## config.mk

```make
export PLATFORM = sky130hd
export DESIGN_NAME = line_refill_engine
export DESIGN_NICKNAME = d
export VERILOG_FILES = /design/src/rtl/refill_pkg.sv /design/src/rtl/refill_order.sv /design/src/rtl/refill_fwd.sv /design/src/rtl/line_refill_engine.sv
export SDC_FILE = /design/constraint.sdc
export NUM_CORES = 1
export LEC_CHECK = 0
export BUFFER_PORTS_ARGS = -buffer_cell sky130_fd_sc_hd__buf_2
export CAP_MARGIN = 20
export CORE_ASPECT_RATIO = 0.5
export CORE_MARGIN = 2
export CORE_UTILIZATION = 36
export DETAILED_ROUTE_END_ITERATION = 10
export HOLD_SLACK_MARGIN = 0.08
export MAX_ROUTING_LAYER = met4
export PLACE_DENSITY = 0.8
export SLEW_MARGIN = 15
export SYNTH_ARGS = -nofsm -noshare
export SYNTH_HDL_FRONTEND = slang
export SYNTH_SLANG_ARGS = --single-unit
export TNS_END_PERCENT = 1
```

## constraint.sdc

```tcl
create_clock -name clk -period 1.8 [get_ports clk]
set_input_delay 0.36 -clock clk [delete_from_list [all_inputs] [get_ports clk]]
set_output_delay 0.36 -clock clk [all_outputs]
set_load 0.01 [all_outputs]
```

## src/rtl/refill_pkg.sv

```systemverilog
package refill_pkg;
    typedef enum logic [1:0] {
        ST_IDLE  = 2'd0,
        ST_ISSUE = 2'd1,
        ST_AWAIT = 2'd2,
        ST_SEAL  = 2'd3
    } fill_state_t;
endpackage

```

## src/rtl/refill_order.sv

```systemverilog
module refill_order #(
    parameter int WORDS = 4,
    localparam int OFF_W = $clog2(WORDS)
) (
    input  logic             wrap_mode,
    input  logic [OFF_W-1:0] crit_off,
    input  logic [OFF_W-1:0] step,
    output logic [OFF_W-1:0] word_off
);
    logic [OFF_W-1:0] wrapped;

    generate
        if ((1 << OFF_W) == WORDS) begin : g_pow2
            assign wrapped = crit_off + step;
        end else begin : g_mod
            logic [OFF_W:0] sum;
            assign sum     = {1'b0, crit_off} + {1'b0, step};
            assign wrapped = (sum >= (OFF_W+1)'(WORDS)) ? OFF_W'(sum - (OFF_W+1)'(WORDS))
                                                        : sum[OFF_W-1:0];
        end
    endgenerate

    assign word_off = wrap_mode ? wrapped : step;
endmodule

```

## src/rtl/refill_fwd.sv

```systemverilog
module refill_fwd #(
    parameter int DATA_W = 32,
    parameter int OFF_W  = 2
) (
    input  logic              clk,
    input  logic              rst_n,
    input  logic              start,
    input  logic              fill_done,
    input  logic              wr_en,
    input  logic [OFF_W-1:0]  wr_off,
    input  logic [DATA_W-1:0] wr_data,
    input  logic [OFF_W-1:0]  crit_off,
    output logic              cpu_valid,
    output logic [DATA_W-1:0] cpu_data
);
    logic fwd_seen;

    assign cpu_valid = wr_en && (wr_off == crit_off);
    assign cpu_data  = wr_data;

    always_ff @(posedge clk or negedge rst_n) begin
        if (!rst_n)         fwd_seen <= 1'b0;
        else if (start)     fwd_seen <= 1'b0;
        else if (cpu_valid) fwd_seen <= 1'b1;
    end


    single_fwd_chk: assert property (@(posedge clk) disable iff (!rst_n)
        cpu_valid |-> !fwd_seen);


    fwd_before_seal_chk: assert property (@(posedge clk) disable iff (!rst_n)
        fill_done |-> fwd_seen);
endmodule

```

## src/rtl/line_refill_engine.sv

```systemverilog
module line_refill_engine
    import refill_pkg::*;
#(
    parameter int WORDS  = 4,
    parameter int BLK_W  = 8,
    parameter int DATA_W = 32,
    localparam int OFF_W  = $clog2(WORDS),
    localparam int ADDR_W = BLK_W + OFF_W
) (
    input  logic              clk,
    input  logic              rst_n,
    input  logic              miss_valid,
    input  logic [BLK_W-1:0]  miss_blk,
    input  logic [OFF_W-1:0]  miss_off,
    input  logic              miss_cwf,
    output logic              busy,
    output logic              mem_req_valid,
    input  logic              mem_req_ready,
    output logic [ADDR_W-1:0] mem_req_addr,
    input  logic              mem_rsp_valid,
    input  logic [DATA_W-1:0] mem_rsp_data,
    output logic              line_wr_en,
    output logic [BLK_W-1:0]  line_wr_blk,
    output logic [OFF_W-1:0]  line_wr_off,
    output logic [DATA_W-1:0] line_wr_data,
    output logic              line_valid,
    output logic              cpu_valid,
    output logic [DATA_W-1:0] cpu_data
);
    localparam logic [OFF_W-1:0] LAST_STEP = OFF_W'(WORDS - 1);

    fill_state_t      state_q, state_d;
    logic [OFF_W-1:0] step_q;
    logic [BLK_W-1:0] blk_q;
    logic [OFF_W-1:0] off_q;
    logic             cwf_q;
    logic [OFF_W-1:0] cur_off;
    logic             accept;

    assign accept = (state_q == ST_IDLE) && miss_valid;

    refill_order #(.WORDS(WORDS)) u_order (
        .wrap_mode (cwf_q),
        .crit_off  (off_q),
        .step      (step_q),
        .word_off  (cur_off)
    );

    always_comb begin
        state_d = state_q;
        unique case (state_q)
            ST_IDLE:  if (miss_valid)    state_d = ST_ISSUE;
            ST_ISSUE: if (mem_req_ready) state_d = ST_AWAIT;
            ST_AWAIT: if (mem_rsp_valid) state_d = (step_q == LAST_STEP) ? ST_SEAL : ST_ISSUE;
            ST_SEAL:                     state_d = ST_IDLE;
            default:                     state_d = ST_IDLE;
        endcase
    end

    always_ff @(posedge clk or negedge rst_n) begin
        if (!rst_n) begin
            state_q <= ST_IDLE;
            step_q  <= '0;
            blk_q   <= '0;
            off_q   <= '0;
            cwf_q   <= 1'b0;
        end else begin
            state_q <= state_d;
            if (accept) begin
                step_q <= '0;
                blk_q  <= miss_blk;
                off_q  <= miss_off;
                cwf_q  <= miss_cwf;
            end else if ((state_q == ST_AWAIT) && mem_rsp_valid && (step_q != LAST_STEP)) begin
                step_q <= step_q + 1'b1;
            end
        end
    end

    always_comb begin
        busy          = (state_q != ST_IDLE);
        mem_req_valid = (state_q == ST_ISSUE);
        mem_req_addr  = {blk_q, cur_off};
        line_wr_en    = (state_q == ST_AWAIT) && mem_rsp_valid;
        line_wr_blk   = blk_q;
        line_wr_off   = cur_off;
        line_wr_data  = mem_rsp_data;
        line_valid    = (state_q == ST_SEAL);
    end

    refill_fwd #(.DATA_W(DATA_W), .OFF_W(OFF_W)) u_fwd (
        .clk       (clk),
        .rst_n     (rst_n),
        .start     (accept),
        .fill_done (line_valid),
        .wr_en     (line_wr_en),
        .wr_off    (line_wr_off),
        .wr_data   (line_wr_data),
        .crit_off  (off_q),
        .cpu_valid (cpu_valid),
        .cpu_data  (cpu_data)
    );


    req_hold_chk: assert property (@(posedge clk) disable iff (!rst_n)
        (mem_req_valid && !mem_req_ready) |=> (mem_req_valid && $stable(mem_req_addr)));


    busy_ignore_chk: assert property (@(posedge clk) disable iff (!rst_n)
        (busy && miss_valid) |=> ($stable(blk_q) && $stable(off_q) && $stable(cwf_q)));


    crit_first_chk: assert property (@(posedge clk) disable iff (!rst_n)
        (mem_req_valid && cwf_q && step_q == '0) |-> (mem_req_addr[OFF_W-1:0] == off_q));


    ascend_order_chk: assert property (@(posedge clk) disable iff (!rst_n)
        (mem_req_valid && !cwf_q) |-> (mem_req_addr[OFF_W-1:0] == step_q));


    seal_after_last_chk: assert property (@(posedge clk) disable iff (!rst_n)
        line_valid |-> ($past(line_wr_en) && $past(step_q) == LAST_STEP));


    stall_hold_chk: assert property (@(posedge clk) disable iff (!rst_n)
        ((state_q == ST_AWAIT) && !mem_rsp_valid) |=> ((state_q == ST_AWAIT) && $stable(step_q)));
endmodule

```

## Word-level counts from Yosys, hierarchy flattened

Index checks and enable logic that the tools add are counted.

- Eq/ne operators: 9
- Reduce and logical (&&, ||, !) cells: 8
- Mux-type cells: 8
- Add/subtract/negate cells: 2

Operator list:

| operator | number |
|---|---|
| $mux 2 | 7 |
| $pmux 2 s4 | 1 |
| $eq 2x2->1 const B | 3 |
| $ne 2x2->1 const B | 3 |
| $logic_and 1x1->1 | 4 |
| $reduce_bool 2->1 | 2 |
| $reduce_and 3->1 | 1 |
| $add 2x1->2 const B | 1 |
| $add 2x2->2 | 1 |
| $eq 2x1->1 const B | 1 |
| $eq 2x2->1 | 1 |
| $logic_not 2->1 | 1 |
| $ne 2x1->1 const B | 1 |

- Output and inout port bits: 89
- Register bits: 15
- Input port bits: 48
- Word-level logic and storage cells: 32

## Longest topological paths before layout

Gate-level depths: netlist (run 1).

- Depth after elaboration: 5
- Mapped depth: 5
- Gate-level depth less buffers: 4

## By module

Synthesis (run 1) repeated with hierarchy kept, for this count alone.

- Cells, all modules: 130
- Area, all modules: 1,350.0 µm²

Modules (own cells, without submodules):

| module | cells an instance | instances | seq. area each (µm²) | area an instance (µm²) |
|---|---|---|---|---|
| line_refill_engine | 90 | 1 | 375.4 | 1,041.0 |
| refill_fwd | 35 | 1 | 0.0 | 264.0 |
| refill_order | 5 | 1 | 0.0 | 45.0 |

## Least setup slack after synthesis (run 1)

OpenSTA, ideal clock, no wires.

- Path kind: reg2out
- Start: register step_q[0]
- End: output port cpu_valid
- Path slack: -0.030 ns
- Arrival time: 1.470 ns
- Buffers on the path: 0
- Stages on the path, launching flop included: 5
- Cell sequence: dfrtp_1 ha_1 mux2_2 xor2_1 nor3b_1

- Longest elaborated chain between the ends: 4

RTL lines:

| element | RTL line | text |
|---|---|---|
| from (decl) | line_refill_engine.sv:33 | `logic [OFF_W-1:0] step_q;` |
| from (signal assigned) | line_refill_engine.sv:75 | `step_q <= step_q + 1'b1;` |
| $add 2x2->2 | refill_order.sv:14 | `assign wrapped = crit_off + step;` |
| $mux 2 (*) | refill_order.sv:23 | `assign word_off = wrap_mode ? wrapped : step;` |
| named net line_wr_off[0] | line_refill_engine.sv:24 | `output logic [OFF_W-1:0] line_wr_off,` |
| $eq 2x2->1 (*) | refill_fwd.sv:18 | `assign cpu_valid = wr_en && (wr_off == crit_off);` |
| $logic_and 1x1->1 (*) | refill_fwd.sv:18 |  |
| to (decl) | line_refill_engine.sv:27 | `output logic cpu_valid,` |

The timed path passes the listed nets; every way through them passes the cells marked *.

## Worst setup path after layout (run 1)

- Start: register step_q[0]
- End: output port cpu_valid

- Longest elaborated chain between the ends: 4

RTL lines:

| element | RTL line |
|---|---|
| $add 2x2->2 | refill_order.sv:14 |
| $mux 2 (*) | refill_order.sv:23 |
| $eq 2x2->1 (*) | refill_fwd.sv:18 |
| $logic_and 1x1->1 (*) | refill_fwd.sv:18 |

Every way passes the cells marked *; elsewhere a longest branch is shown, timed or not.

==> results.cfg, run 1 <==
[critical_path]
critPathBufInv = 1
cpMaxStageDelayCell = dfrtp_1
cp_top_family = flip-flops
crit_arrival_ns = 1.61
end_kind = output pin
max_stage_delay_ns = 0.38
crit_path_max_fanout = 2
rr_startpoint = state_q[1]$_DFFE_PN0P_
worst-setup-path-type = flip-flop to output pin
critical_path.cell_chain = ha_1, mux2_4, xor2_1, nor3b_2, buf_2
worstSetupStartpointType = flip-flop
required_ns = 1.44
setup.worst_path.start = step_q[0]$_DFFE_PN0P_

[pwr]
power_frac_comb_pct = 56.8
p_switching_uw = 791.9
clockPowerShare_pct = 12.4
p_leak_uw = 0.0005974
switching_share_pct = 36.83
vdd_drop_max_v = 0.0003836
power.internal_uw = 1358
p_total_uw = 2150
p_per_area_nw_per_um2 = 1848
p_seq_share_pct = 30.9

[cells_and_area]
fin_area_um2 = 1164
n_antenna_cell = 0
layout-drive-gt1-share_pct = 64.81
area_growth_pct = -13.97
nets = 159
final_cell_mix = 38 x buf_2, 15 x dfrtp_1, 10 x mux2_4, 6 x buf_4
mostFrequentLayoutCell = buf_2

[sta]
setup_ws_ns = -0.1709
fmax_mhz = 507.4
hold_violations = 0
slew_headroom_pct = 77.60
hold_ws_ns = 0.3440
finalCritPeriodShare_pct = 109.5
tightest_slew_ns = 0.3360
drv_slew = 0
setup_tns_ns = -0.1709
setup-violations-final = 1
rsz0062_at_grt = yes
skew_ns = 0.006081
period_needed_ns = 1.971

[floorplan]
die_w_um = 90.69
start_util_pct = 38.54
die_h_um = 47.34
core-area_um2 = 3510
dieArea_um2 = 4293
num_io_pins = 137
placementRows = 15

[synthesis]
async_flop_share_pct = 100.0
yosysSeqAreaShare_pct = 27.75
synth-main-ff-cell = dfrtp_1
ys_ff_latch = 15
syn_inst = 132
synth.distinct_cells = 23
syn-num-nets = 182
netlist_area_um2 = 1353
synth_edf_count = 0
yosysWarnings = 0
avgSynthCellArea_um2 = 10.25

[routing]
vias_per_cell = 4.019
first_pass_iters = 4
ant_nets = 0
drc = 0
num_vias = 639
totalWireLength_mm = 2.258
drt_iter0_markers = 33
wl_per_cell_um = 14.20

[clocking]
insertion_delay_ns = 0.25
clock_path_buffers = 2
clk_pin_slew_worst_paths_ns = 0.06
cts_buffers = 3
cts_tree = done
htree_levels = 1
cts.root.buffer_cell = clkbuf_8
cts.sinks = 15

[placed_design]
hpwlAfterDp_mm = 1.819
io_buffer_count = 40
placed_cell_area_um2 = 1076
gp_congestion = 0.6418
post-place-ws_ns = 0.05348

[flow_run]
drv_cap = 0

[grt]
grt_pass1_wl_mm = 3.277
grt_max_degree = 16
grt_overflow = 0
grt_use_total_pct = 10.64
grt_pass1_vias = 634
antenna_found_initial = 0

[status]
violations = setup timing
status = finished with violations

[min_path]
min_from = miss_blk[4]
worstHoldPathType = input pin to flip-flop
==> power groups by stage <==
| stage | Clock [uW] | Sequential (uW) | Combinational, uW |
|---|---|---|---|
| after floorplan | 0 | 689 | 1020 |
| after global placement | 0 | 652 | 1120 |
| after detailed placement | 0 | 668 | 1140 |
| after CTS | 276 | 668 | 1230 |
| after global routing | 289 | 697 | 1320 |
| final | 266 | 664 | 1220 |
==> registers in the layout, summed over array words and instances (netlist names) <==
register     count
step_q           2
cwf_q            1
line_wr_blk      8
off_q            2
state_q          2
==> path summary, 6_finish.rpt <==
| kind | endpoint | slack (ns) | cells past startpoint |
|---|---|---|---|
| min | line_wr_blk[4]$_DFFE_PN0P_ | 0.34 | 2 |
| min in group asynchronous | line_wr_blk[6]$_DFFE_PN0P_ | 0.55 | 2 |
| max reg2reg | line_wr_blk[0]$_DFFE_PN0P_ | 0.34 | 4 |
| min reg2reg | line_wr_blk[1]$_DFFE_PN0P_ | 0.52 | 1 |
| max | cpu_valid | -0.17 | 5 |
| max in group asynchronous | state_q[0]$_DFFE_PN0P_ | 1.00 | 2 |
==> cells by family after synthesis <==
| kind of cell | synth area share (%) |
|---|---|
| AND/OR/NAND/NOR | 7.956 |
| adder cells (fa/ha/maj) | 1.850 |
| multiplexers | 13.97 |
| flip-flops | 27.75 |
| buffers and inverters | 43.11 |
| AO/OA/AOI/OAI | 2.127 |
| XOR/XNOR | 3.238 |
==> per-stage QoR <==
stage / std cells / util (%)
after global routing: 159 / 33.16
after detailed placement: 152 / 30.66
after global placement: 152 / 30.66
after floorplan: 132 / -
after CTS: 158 / 32.94
final: 159 / 33.16
==> synthesized netlist by cell type, types with 2 or more instances <==
cell,instances,area (um2)
xnor2_1,3,26.28
and4bb_2,2,25.02
buf_4,74,555.5
dfrtp_1,15,375.4
mux2_4,9,135.1
mux2_2,3,33.78
xor2_1,2,17.52
mux2i_1,2,20.02
o21ai_0,3,15.01
inv_1,2,7.510
and2b_2,2,17.52
nand2b_1,2,12.51
ha_1,2,25.02
nor2_1,2,7.510
==> cell type report <==
cell class              count  area [um2]
clock buffers               3       41.29
clock inverters             1       5.005
fillers                   348        2346
inverters                   2       7.507
multi-input cells          40       402.9
flip-flops and latches     15       375.4
well taps                  51       63.81
repair buffers             47       267.8
==> what timing repair did <==
item / 4_1_cts / 5_1_grt
resized for setup: 3 / 0
hold endpoints to repair: 15 / 0
buffers inserted: 1 / 1
setup endpoints to repair: 1 / 5
hold buffers: 1 / 0
pin swaps: 1 / 0
==> per-layer routing <==
metal / track usage (%) / wire length, um
met5: - / 0
met4: 4.308 / 26
met3: 7.544 / 366
met2: 18.36 / 1112
met1: 9.487 / 753
(Power assumes the default switching activity.)
==> inputs of run 2 (changes only) <==
BUFFER_PORTS_ARGS = -buffer_cell sky130_fd_sc_hd__buf_4   (was -buffer_cell sky130_fd_sc_hd__buf_2)
SYNTH_HIERARCHICAL = 1   (was not set)
==> results.cfg, run 2 <==
[pwr]
vdd_drop_max_v = 0.0004548
p_leak_uw = 0.0006363
p_per_area_nw_per_um2 = 1979

[synthesis]
synth_top_family_by_area = buffers and inverters
yosysTopAreaCell = buf_4
synthSimpleGateAreaFrac_pct = 6.858
synth_xor_area_share_pct = 3.244
synth_edf_count = 0
synthAdderAreaFrac_pct = 1.854
yosysSeqAreaShare_pct = 27.80
synth.most_common_cell = buf_4
synth_compound_area_share_pct = 2.410
netlist_area_um2 = 1350
syn-num-nets = 180
synth-main-ff-cell = dfrtp_1
ys_top_cells_by_area = buf_4 41%, dfrtp_1 28%, mux2_4 8.9%
yosysWarnings = 6
avgSynthCellArea_um2 = 10.38
synthTopCellsByCount = 74 x buf_4, 15 x dfrtp_1, 8 x mux2_4, 5 x mux2_2, 4 x xnor2_1
async_flop_share_pct = 100.0
ys_ff_latch = 15
syn_inst = 130
synth_mux_area_share_pct = 13.81
yosysTopAreaCellShare_pct = 41.15
synth.distinct_cells = 24

[min_path]
worstHoldPathType = input pin to flip-flop

[routing]
vias_per_cell = 4.109
totalWireLength_mm = 1.970
ant_nets = 0
num_vias = 641
first_pass_iters = 2
wl_per_cell_um = 12.63
drc = 0
drt_iter0_markers = 2

[floorplan]
dieArea_um2 = 4286
placementRows = 15
core-area_um2 = 3510
die_w_um = 90.61
die_h_um = 47.30
num_io_pins = 137
start_util_pct = 38.47

[grt]
grt_pass1_wl_mm = 2.939
antenna_found_initial = 0
grt_pass1_vias = 606
grt_max_degree = 16
grt_overflow = 0
grt_use_total_pct = 9.163

[clocking]
cts.sinks = 15
cts.root.buffer_cell = clkbuf_8
clk_pin_slew_worst_paths_ns = 0.06
htree_levels = 1
clock_path_buffers = 2
cts_buffers = 3
cts_tree = done
insertion_delay_ns = 0.24

[placed_design]
io_buffer_count = 40
placed_cell_area_um2 = 1157
post-place-ws_ns = 0.02926
hpwlAfterDp_mm = 1.571
gp_congestion = 0.7764

[sta]
setup-violations-final = 3
finalCritPeriodShare_pct = 109.4
fmax_mhz = 507.6
hold_violations = 0
slew_headroom_pct = 81.60
tightest_slew_ns = 0.2760
setup_ws_ns = -0.1701
drv_slew = 0
skew_ns = 0.0002338
rsz0062_at_grt = yes
period_needed_ns = 1.970

[cells_and_area]
largest_register_ffs = 8
layout-drive-gt1-share_pct = 63.81
nets = 156
final_cell_mix = 43 x buf_4, 15 x dfrtp_1, 9 x mux2_4, 4 x mux2_2
mostFrequentLayoutCell = buf_4
area_growth_pct = -7.229
n_antenna_cell = 0
fin_area_um2 = 1252
final_util_pct = 35.69

[critical_path]
cpMaxStageDelayCell = dfrtp_1
worstSetupStartpointType = flip-flop
crit_arrival_ns = 1.61
required_ns = 1.44
critPathBufInv = 1
end_kind = output pin
worst-setup-path-type = flip-flop to output pin
max_stage_delay_ns = 0.38
critical_path.cell_chain = ha_2, xor2_1, nand2_1, xnor2_2, xnor2_1, and3_1, buf_4
crit_path_max_fanout = 2
cp_top_family = XOR/XNOR gates

[flow_run]
drv_cap = 0

[status]
violations = setup timing
status = finished with violations
==> run 2: cell types whose count changed after synthesis, moves of 2 or more <==
cell	before	now
o21ai_0	3	0
and2b_2	2	0
mux2_2	3	5
nand2b_1	2	0
nor2b_1	0	2
==> run 2: routing by layer <==
layer / up-vias / wire (um) / share of wire (%) / track usage, %
met2: 34 / 1023 / 52 / 15.52
met3: 11 / 213 / 11 / 4.976
met1: 306 / 691 / 35 / 8.897
li1: 290 / - / - / -
met4: 0 / 42 / 2.1 / 4.923
met5: - / 0 / 0 / -
==> run 2: final cells by class <==
class,instances,area [um2]
Fill cell,358,2257
Multi-Input combinational cell,37,394.1
Sequential cell,15,375.4
Timing Repair Buffer,47,366.6
Tap cell,51,63.81
Clock buffer,4,45.04
Inverter,2,7.507
==> run 2: power breakdown <==
group	total [uW]	leakage (uW)	internal, uW	switching, uW
combinational	1530	0.000433	971	563
sequential	684	0.000181	508	176
clock	261	0.0000228	156	105
total	2480	0.000636	1640	844
==> run 2: stage by stage <==
step           setup TNS [ns]  power, uW  hold WS, ns  cells
2_1_floorplan               0       1817      0.06441    130
5_1_grt               -0.5837       2662       0.3352    156
4_1_cts               -0.2726       2421       0.3429    154
3_3_place_gp                0       2046       0.2249    148
3_5_place_dp                0       2069       0.2241    148
6_report              -0.3781       2479       0.3471    156
==> run 2: timing repair <==
item,4_1_cts,5_1_grt
hold endpoints to repair,15,0
hold buffers,1,0
pin swaps,4,1
buffers inserted,1,2
gates resized for setup,3,2
setup endpoints to repair,1,3
==> run 2: logic make-up after synthesis <==
group / count (synthesis)
xor gates and xnor gates: 5
AOI/OAI and AO/OA: 4
adders and majority gates: 2
and+or+nand+nor: 12
buffers and inverters: 78
DFF: 15
muxes: 14
==> run 2: worst register-to-register path, stage by stage, from the launching register on <==
cell and delay, ns:
dfrtp_1 0.38, buf_4 0.15, ha_1 0.21, nor2b_1 0.17, mux2_2 0.35, a22o_1 0.22
==> run 2: path summary, 6_finish.rpt <==
check / endpoint / slack, ns / startpoint / depth (start not counted)
max reg2reg: step_q[1]$_DFFE_PN0P_ / 0.21 / step_q[0]$_DFFE_PN0P_ / 5
max in group asynchronous: off_q[1]$_DFFE_PN0P_ / 1.10 / rst_n / 2
max: cpu_valid / -0.17 / off_q[0]$_DFFE_PN0P_ / 7
min: off_q[0]$_DFFE_PN0P_ / 0.35 / miss_off[0] / 2
min reg2reg: line_wr_blk[7]$_DFFE_PN0P_ / 0.53 / line_wr_blk[7]$_DFFE_PN0P_ / 1
min in group asynchronous: line_wr_blk[7]$_DFFE_PN0P_ / 0.53 / rst_n / 2
